**config.mk**
```make
export PLATFORM = sky130hd
export DESIGN_NAME = regbank_fifo_win
export DESIGN_NICKNAME = d
export VERILOG_FILES = /design/src/rtl/regbank_fifo_win.sv
export SDC_FILE = /design/constraint.sdc
export NUM_CORES = 1
export LEC_CHECK = 0
export BUFFER_PORTS_ARGS = -buffer_cell sky130_fd_sc_hd__buf_2
export CAP_MARGIN = 15
export CORE_MARGIN = 2
export CORE_UTILIZATION = 65
export DETAILED_ROUTE_END_ITERATION = 8
export PLACE_DENSITY = 0.82
export SKIP_CTS_REPAIR_TIMING = 1
export SLEW_MARGIN = 40
export SYNTH_ARGS = -nofsm -noshare
export SYNTH_HDL_FRONTEND = slang
export SYNTH_SLANG_ARGS = --single-unit
```
**constraint.sdc**
```tcl
create_clock -name clk -period 6.4 [get_ports clk]
set_input_delay 1.28 -clock clk [delete_from_list [all_inputs] [get_ports clk]]
set_output_delay 1.28 -clock clk [all_outputs]
set_load 0.01 [all_outputs]
```
**src/rtl/regbank_fifo_win.sv**
```systemverilog
module regbank_fifo_win #(
  parameter int DW    = 8,
  parameter int DEPTH = 64,
  parameter int NEV   = 4
) (
  input  logic          clk,
  input  logic          rst_n,
  input  logic          h_wr_en,
  input  logic [7:0]    h_wr_addr,
  input  logic [DW-1:0] h_wr_data,
  input  logic          h_rd_en,
  output logic [DW-1:0] h_rd_data,
  input  logic          m_rx_push,
  input  logic [DW-1:0] m_rx_data,
  input  logic          m_tx_pop,
  output logic [DW-1:0] m_tx_data,
  output logic          m_tx_valid,
  input  logic [NEV-1:0] ev_in,
  output logic          irq
);
  localparam int PW = $clog2(DEPTH);
  localparam logic [7:0] A_PTR = 8'h00, A_RX = 8'h01, A_TX = 8'h02,
                         A_CTL = 8'h03, A_EN = 8'h04, A_ST = 8'h05;
  localparam logic [NEV-1:0] BOOT = NEV'(1) << (NEV-1);

  logic [7:0]    rd_ptr;
  logic [2:0]    ctl_code;
  logic [NEV-1:0] irq_en, pend;
  logic [PW:0]   rx_rp, rx_wp, tx_rp, tx_wp;
  logic [DW-1:0] rx_mem [DEPTH];
  logic [DW-1:0] tx_mem [DEPTH];
  logic [DW-1:0] rd_mux;

  wire wr_ptr = h_wr_en && h_wr_addr == A_PTR;
  wire wr_tx  = h_wr_en && h_wr_addr == A_TX;
  wire wr_ctl = h_wr_en && h_wr_addr == A_CTL;
  wire wr_en  = h_wr_en && h_wr_addr == A_EN;
  wire wr_st  = h_wr_en && h_wr_addr == A_ST;
  wire [2:0] code = h_wr_data[2:0];

  wire clr_rxr = wr_ctl && (code == 3'd1 || code == 3'd5 || code == 3'd7);
  wire clr_rxw = wr_ctl && (code == 3'd2 || code == 3'd6 || code == 3'd7);
  wire clr_txr = wr_ctl && (code == 3'd3 || code == 3'd7);
  wire clr_txw = wr_ctl && (code == 3'd4 || code == 3'd7);

  wire rx_empty = rx_rp == rx_wp;
  wire tx_empty = tx_rp == tx_wp;
  wire rx_full  = (rx_rp[PW] != rx_wp[PW]) && (rx_rp[PW-1:0] == rx_wp[PW-1:0]);
  wire tx_full  = (tx_rp[PW] != tx_wp[PW]) && (tx_rp[PW-1:0] == tx_wp[PW-1:0]);

  wire rx_pop  = h_rd_en && rd_ptr == A_RX && !rx_empty;
  wire rx_push = m_rx_push && !rx_full;
  wire tx_push = wr_tx && !tx_full;
  wire tx_pop  = m_tx_pop && !tx_empty;

  assign m_tx_data  = tx_mem[tx_rp[PW-1:0]];
  assign m_tx_valid = !tx_empty;
  assign irq        = |(pend & irq_en);

  always_comb begin
    case (rd_ptr)
      A_PTR:   rd_mux = DW'(rd_ptr);
      A_RX:    rd_mux = rx_empty ? '0 : rx_mem[rx_rp[PW-1:0]];
      A_CTL:   rd_mux = DW'(ctl_code);
      A_EN:    rd_mux = DW'(irq_en);
      A_ST:    rd_mux = DW'(pend);
      default: rd_mux = '0;
    endcase
  end

  always_ff @(posedge clk or negedge rst_n) begin
    if (!rst_n) begin
      rd_ptr    <= '0;
      h_rd_data <= '0;
      ctl_code  <= '0;
      irq_en    <= BOOT;
      pend      <= BOOT;
    end else begin
      if (wr_ptr)                        rd_ptr <= h_wr_data;
      else if (h_rd_en && rd_ptr != A_RX) rd_ptr <= rd_ptr + 8'd1;
      if (h_rd_en) h_rd_data <= rd_mux;
      if (wr_ctl)  ctl_code  <= code;
      if (wr_en)   irq_en    <= h_wr_data[NEV-1:0];
      pend <= (wr_st ? (pend & ~h_wr_data[NEV-1:0]) : pend) | ev_in;
    end
  end

  always_ff @(posedge clk or negedge rst_n) begin
    if (!rst_n) begin
      rx_rp <= '0; rx_wp <= '0; tx_rp <= '0; tx_wp <= '0;
    end else begin
      if (clr_rxr)      rx_rp <= '0;
      else if (rx_pop)  rx_rp <= rx_rp + 1'b1;
      if (clr_rxw)      rx_wp <= '0;
      else if (rx_push) rx_wp <= rx_wp + 1'b1;
      if (clr_txr)      tx_rp <= '0;
      else if (tx_pop)  tx_rp <= tx_rp + 1'b1;
      if (clr_txw)      tx_wp <= '0;
      else if (tx_push) tx_wp <= tx_wp + 1'b1;
    end
  end

  always_ff @(posedge clk) begin
    if (rx_push) rx_mem[rx_wp[PW-1:0]] <= m_rx_data;
    if (tx_push) tx_mem[tx_wp[PW-1:0]] <= h_wr_data;
  end
endmodule

```
==> results of run 1 <==
-- layer usage --
layer / wire length (µm) / vias to the layer above / share of wire, %
li1: - / 8743 / -
met1: 35700 / 11500 / 35
met2: 52100 / 1690 / 51
met3: 9880 / 299 / 9.6
met4: 4830 / 4 / 4.7
met5: 24 / - / 0.023
-- synthesized netlist by cell type (8+ instances only) --
cell type / n
edfxtp_1: 1024
mux4_2: 285
nor2_1: 171
nand2_1: 56
dfrtp_1: 53
clkbuf_1: 52
mux2i_1: 39
buf_2: 35
a21oi_1: 23
a22oi_1: 23
nand3_1: 22
mux2_2: 19
xor2_1: 17
xnor2_1: 16
or3_1: 15
o21ai_0: 14
buf_1: 13
nor2b_1: 13
inv_1: 11
buf_4: 9
a22o_1: 8
nand2b_1: 8
o22ai_1: 8
or4_1: 8
-- where the power goes --
group          total, W  switching, W  internal (W)
Clock           0.00609       0.00264       0.00345
Combinational   0.00500       0.00267       0.00233
Sequential      0.00829      0.000348       0.00794
Total            0.0194       0.00566        0.0137
-- how the worst max path moves through the flow --
stage	start	slack [ns]	to	cells after the start
CTS	tx_rp[0]	1.22	m_tx_data[1]	6
global placement	h_wr_addr[4]	1.98	tx_mem[46][2]	6
floorplan	tx_rp[0]	2.81	m_tx_data[7]	7
detailed placement	h_wr_addr[4]	1.73	tx_mem[30][1]	6
finish	tx_rp[0]	1.33	m_tx_data[7]	8
global route	tx_rp[0]	1.21	m_tx_data[7]	8
-- kinds of logic (layout without fill, tap and decap cells) --
logic type                 Yosys count  count (layout)  synth area share, %
and+or+nand+nor                    347             347                 3.86
buffers and inverters              133             294                 1.58
AOI/OAI and AO/OA                  140             140                 2.35
muxes                              343             343                 16.4
adders and majority gates            7               7                0.204
xor gates and xnor gates            33              33                0.674
DFF                               1079            1079                 75.0
other                                0               1                    0
-- sequential cells by signal, summed over array words and instances (netlist names) --
signal,flops
tx_rp,7
rx_rp,7
rd_ptr,8
irq_en,4
tx_mem,512
rx_wp,7
ctl_code,3
pend,4
rx_mem,512
h_rd_data,8
tx_wp,7
-- critical path, delay by kind of cell (launching register included) --
| kind | cells | cell delay, ns |
|---|---|---|
| buf+inv | 3 | 0.77 |
| flops | 1 | 0.69 |
| mux | 2 | 1.06 |
| compound gates | 1 | 0.29 |
| simple gates | 2 | 0.29 |
-- cell type report --
class	instances	area share, %
clock inverter	55	1.33
inverter	13	0.103
clock buffer	137	5.79
tap	864	2.28
antenna	1	0.00527
timing repair buffer	89	1.37
multi-input combinational	870	21.4
sequential	1079	67.7
-- stage by stage --
step	power, W	utilization (%)	cell area [µm²]	hold slack (ns)
6_report	0.0194	72.5	47500	0.515
5_1_grt	0.0199	72.4	47500	0.528
4_1_cts	0.0193	72.3	47400	0.506
3_5_place_dp	0.0132	67.2	44000	0.478
3_3_place_gp	0.0131	67.0	43900	0.478
2_1_floorplan	0.0118	-	42900	0.472
==> impl_metrics.ini, run 1 <==
[synth]
ys_seq_area_share_pct = 75.0
synth-edff-count = 1024
yosys_warnings = 0
synth_ff_type = edfxtp_1
synth_nets = 2123
yosys.area.top_type = edfxtp_1
synth.avg_cell_area_um2 = 20.6
postSynthCellCount = 2082
synth_area_um2 = 42900
synthTopCellsByArea = edfxtp_1, mux4_2, dfrtp_1, nor2_1, mux2i_1
ys_types = 70
synth_top_area_share_pct = 71.7
synthArstFlopShare_pct = 5.10
synth-seq-cells = 1079

[critical_path]
critPathRequiredTime_ns = 5.12
worstSetupStartpointType = flip-flop
crit_path_max_fanout = 20
arrival_ns = 3.79
cp_slowest_cell = dfrtp_4
crit_chain = buf_12 > buf_4 > mux4_2 > mux4_2 > nor2b_1 > a31oi_1 > nand2_1 > buf_2
critPathMaxStageDelay_ns = 0.69
crit_type = flip-flop to output port
crit_path_end_kind = output port
r2r_slack_ns = 2.38
critPathMostFrequentCell = mux4_2
r2r-end = tx_mem[35][1]
worst-r2r-cell-count = 6
r2r-start = tx_rp[0]

[global_route]
busiest_layer = met2
grt_max_degree = 76
grt_usage_pct = 31.0
grt-ovfl-total = 0
grt_use_met1_pct = 41.4
grt_pass1_wl_mm = 151
use_met2_pct = 52.1
antenna_found_initial = 2
grt_pass1_vias = 22300
grtUsageMet3_pct = 4.95

[timing]
clock.fmax_ghz = 0.197
rsz0062_at_grt = no
skew_ns = 0.0273
period_share_pct = 79.2
fin_tns_setup_ns = 0
worst_pin_slew_ns = 0.873
slew_headroom_pct = 41.6
setup_viol = 0
maxSlewViolCount = 0
fin_crit_ns = 5.07
hold_violations = 0
fin_ws_ns = 1.33

[placement]
place.detailed.hpwl_mm = 58.0
pre_cts_slack_ns = 1.73
io_buffer_count = 51
placed_cells = 2914
finalWeightedCongestion = 0.905

[clocking]
clkTransAtPathRegs_ns = 0.06
numCtsBuffers = 104
cts_buffer_depth = 3
cts.sinks = 1079
clk_latency_ns = 0.68
h-tree-depth = 3
cts_root_buffer = clkbuf_16
cts_tree = yes

[worst_hold_path]
hold_depth = 1
hold_path_class = flip-flop to flip-flop
hold-path-endpoint = h_rd_data[5]
hold_path.startpoint = h_rd_data[5]

[final_layout]
area_growth_pct = 10.7
seqCellArea_um2 = 32100
fin_cells = 3108
drive_gt1_share_pct = 26.5
layout_common_cells = edfxtp_1, mux4_2, nor2_1
n_fill_cell = 3483
multiInputGateArea_um2 = 10100
final_common_cell = edfxtp_1
finalNetCount = 2198

[die]
dieArea_um2 = 68000
core-area_um2 = 65500
num_rows = 94
die_y_um = 261
die_x_um = 261
ios = 52
start_util_pct = 65.4

[power_and_ir_drop]
p_leak_nw = 15.0
powerDensity_nw_per_um2 = 408
worst_ir_drop_vdd_mv = 0.386

[route]
ant_nets = 0
via_per_inst = 7.16
vias = 22200
drc = 0
dr.pass1.iters = 6
drtIter0Drc = 3320
drt-total-wl_mm = 103
wl_per_cell_um = 33.0

[run_status]
outcome = completed

[run]
drv_cap = 0
No activity file was read; power rests on OpenSTA's default activity.
==> inputs of run 2 (changes only) <==
--- a/config.mk
+++ b/config.mk
@@ -8,9 +8,9 @@
 export BUFFER_PORTS_ARGS = -buffer_cell sky130_fd_sc_hd__buf_2
 export CAP_MARGIN = 15
 export CORE_MARGIN = 2
-export CORE_UTILIZATION = 65
+export CORE_UTILIZATION = 63
 export DETAILED_ROUTE_END_ITERATION = 8
-export PLACE_DENSITY = 0.82
+export PLACE_DENSITY = 0.8
 export SKIP_CTS_REPAIR_TIMING = 1
 export SLEW_MARGIN = 40
 export SYNTH_ARGS = -nofsm -noshare
==> constraint.sdc (replaced) <==
create_clock -name clk -period 4.8 [get_ports clk]
set_input_delay 0.96 -clock clk [delete_from_list [all_inputs] [get_ports clk]]
set_output_delay 0.96 -clock clk [all_outputs]
set_load 0.01 [all_outputs]
==> impl_metrics.ini, run 2 (synthesized netlist as in run 1, its figures left out) <==
[run_status]
outcome = completed

[clocking]
cts.sinks = 1079
cts_tree = yes
h-tree-depth = 3
cts_root_buffer = clkbuf_16
clkTransAtPathRegs_ns = 0.06
numCtsBuffers = 103
clk_latency_ns = 0.68
cts_buffer_depth = 3

[critical_path]
critPathRequiredTime_ns = 3.84
r2r-end = tx_mem[20][4]
crit_chain = buf_4 > mux4_2 > mux4_2 > a22oi_1 > o221ai_1 > buf_2
critPathMaxStageDelay_ns = 0.92
crit_type = flip-flop to output port
crit_path_max_fanout = 46
cp_slowest_cell = dfrtp_4
crit_buf_inv = 2
crit_family = flip-flops
worstSetupStartpointType = flip-flop
critPathMostFrequentCell = mux4_2
worst-r2r-cell-count = 6
arrival_ns = 3.72
r2r-start = tx_rp[1]
r2r_slack_ns = 0.73
crit_path_end_kind = output port

[timing]
slew_headroom_pct = 38.6
setup_viol = 0
period_share_pct = 97.6
fin_crit_ns = 4.68
rsz0062_at_grt = no
skew_ns = 0.0414
worst_pin_slew_ns = 0.918
fin_tns_setup_ns = 0
hold_violations = 0
fin_ws_ns = 0.117
clock.fmax_ghz = 0.214
maxSlewViolCount = 0

[global_route]
grt_pass1_wl_mm = 150
antenna_found_initial = 3
grt_pass1_vias = 22300
grt_max_degree = 73
grt-ovfl-total = 0
grt_usage_pct = 29.4

[final_layout]
finalNetCount = 2218
layout_common_cells = edfxtp_1, mux4_2, nor2_1
final_common_cell = edfxtp_1
area_growth_pct = 11.3
drive_gt1_share_pct = 27.9
seqCellArea_um2 = 32100
multiInputGateArea_um2 = 10200
n_fill_cell = 3791

[die]
start_util_pct = 63.7
die_y_um = 265
num_rows = 95
dieArea_um2 = 70100
die_x_um = 265
core-area_um2 = 67300
ios = 52

[route]
via_per_inst = 6.97
drc = 0
drtIter0Drc = 2719
vias = 21900
dr.pass1.iters = 5
ant_nets = 0
drt-total-wl_mm = 101
wl_per_cell_um = 32.1

[worst_hold_path]
hold_path_class = input pin to async pin

[run]
drv_cap = 0

[power_and_ir_drop]
p_leak_nw = 15.1
worst_ir_drop_vdd_mv = 0.439
powerDensity_nw_per_um2 = 541

[placement]
pre_cts_slack_ns = 0.553
finalWeightedCongestion = 0.912
place.detailed.hpwl_mm = 58.6
io_buffer_count = 51
run 2: cell type report:
| type | instances | area share [%] |
|---|---|---|
| multi-input combinational | 870 | 21.3 |
| sequential | 1079 | 67.4 |
| clock buffer | 130 | 5.72 |
| antenna | 3 | 0.0157 |
| tap | 873 | 2.29 |
| timing repair buffer | 110 | 1.70 |
| inverter | 13 | 0.102 |
| clock inverter | 62 | 1.44 |
run 2: where the power goes:
part           switching [W]  leakage, nW  internal (W)
combinational        0.00337         3.55       0.00310
clock                0.00347         1.66       0.00469
sequential          0.000576         9.89        0.0106
total                0.00742         15.1        0.0184
run 2: worst register-to-register path: stages (launching register included):
cell and delay [ns]:
dfrtp_4 0.92, buf_4 0.39, xor2_1 0.22, nor2_1 0.11, a311oi_1 0.60, nand2_1 0.67, nor2_1 0.82
run 2: layer usage:
metal	global-route usage (%)	wire [µm]	vias up
met5	0	0	-
met4	11.9	4640	0
met3	5.09	9260	271
met2	48.4	51000	1465
met1	40.0	36000	11400
li1	-	-	8766
run 2: how the worst max path moves through the flow:
| stage | startpoint | end | slack, ns | cells after the start |
|---|---|---|---|---|
| floorplan | tx_rp[0] | m_tx_data[7] | 1.53 | 7 |
| finish | tx_rp[1] | m_tx_data[2] | 0.12 | 6 |
| global route | tx_rp[1] | m_tx_data[2] | 0.03 | 6 |
| CTS | tx_rp[0] | m_tx_data[2] | 0.1 | 6 |
| global placement | h_wr_addr[4] | tx_mem[28][6] | 0.79 | 6 |
| detailed placement | h_wr_addr[4] | tx_mem[44][1] | 0.55 | 6 |
run 2: through the flow:
step	instance area [µm²]	hold WS (ns)	total power [W]	std cells	util, %
6_report	47700	0.241	0.0258	3140	70.9
5_1_grt	47700	0.235	0.0265	3138	70.9
4_1_cts	47600	0.209	0.0258	3137	70.7
3_5_place_dp	44200	0.505	0.0176	2945	65.7
3_3_place_gp	44100	0.503	0.0175	2944	65.5
2_1_floorplan	42900	0.472	0.0157	2082	-
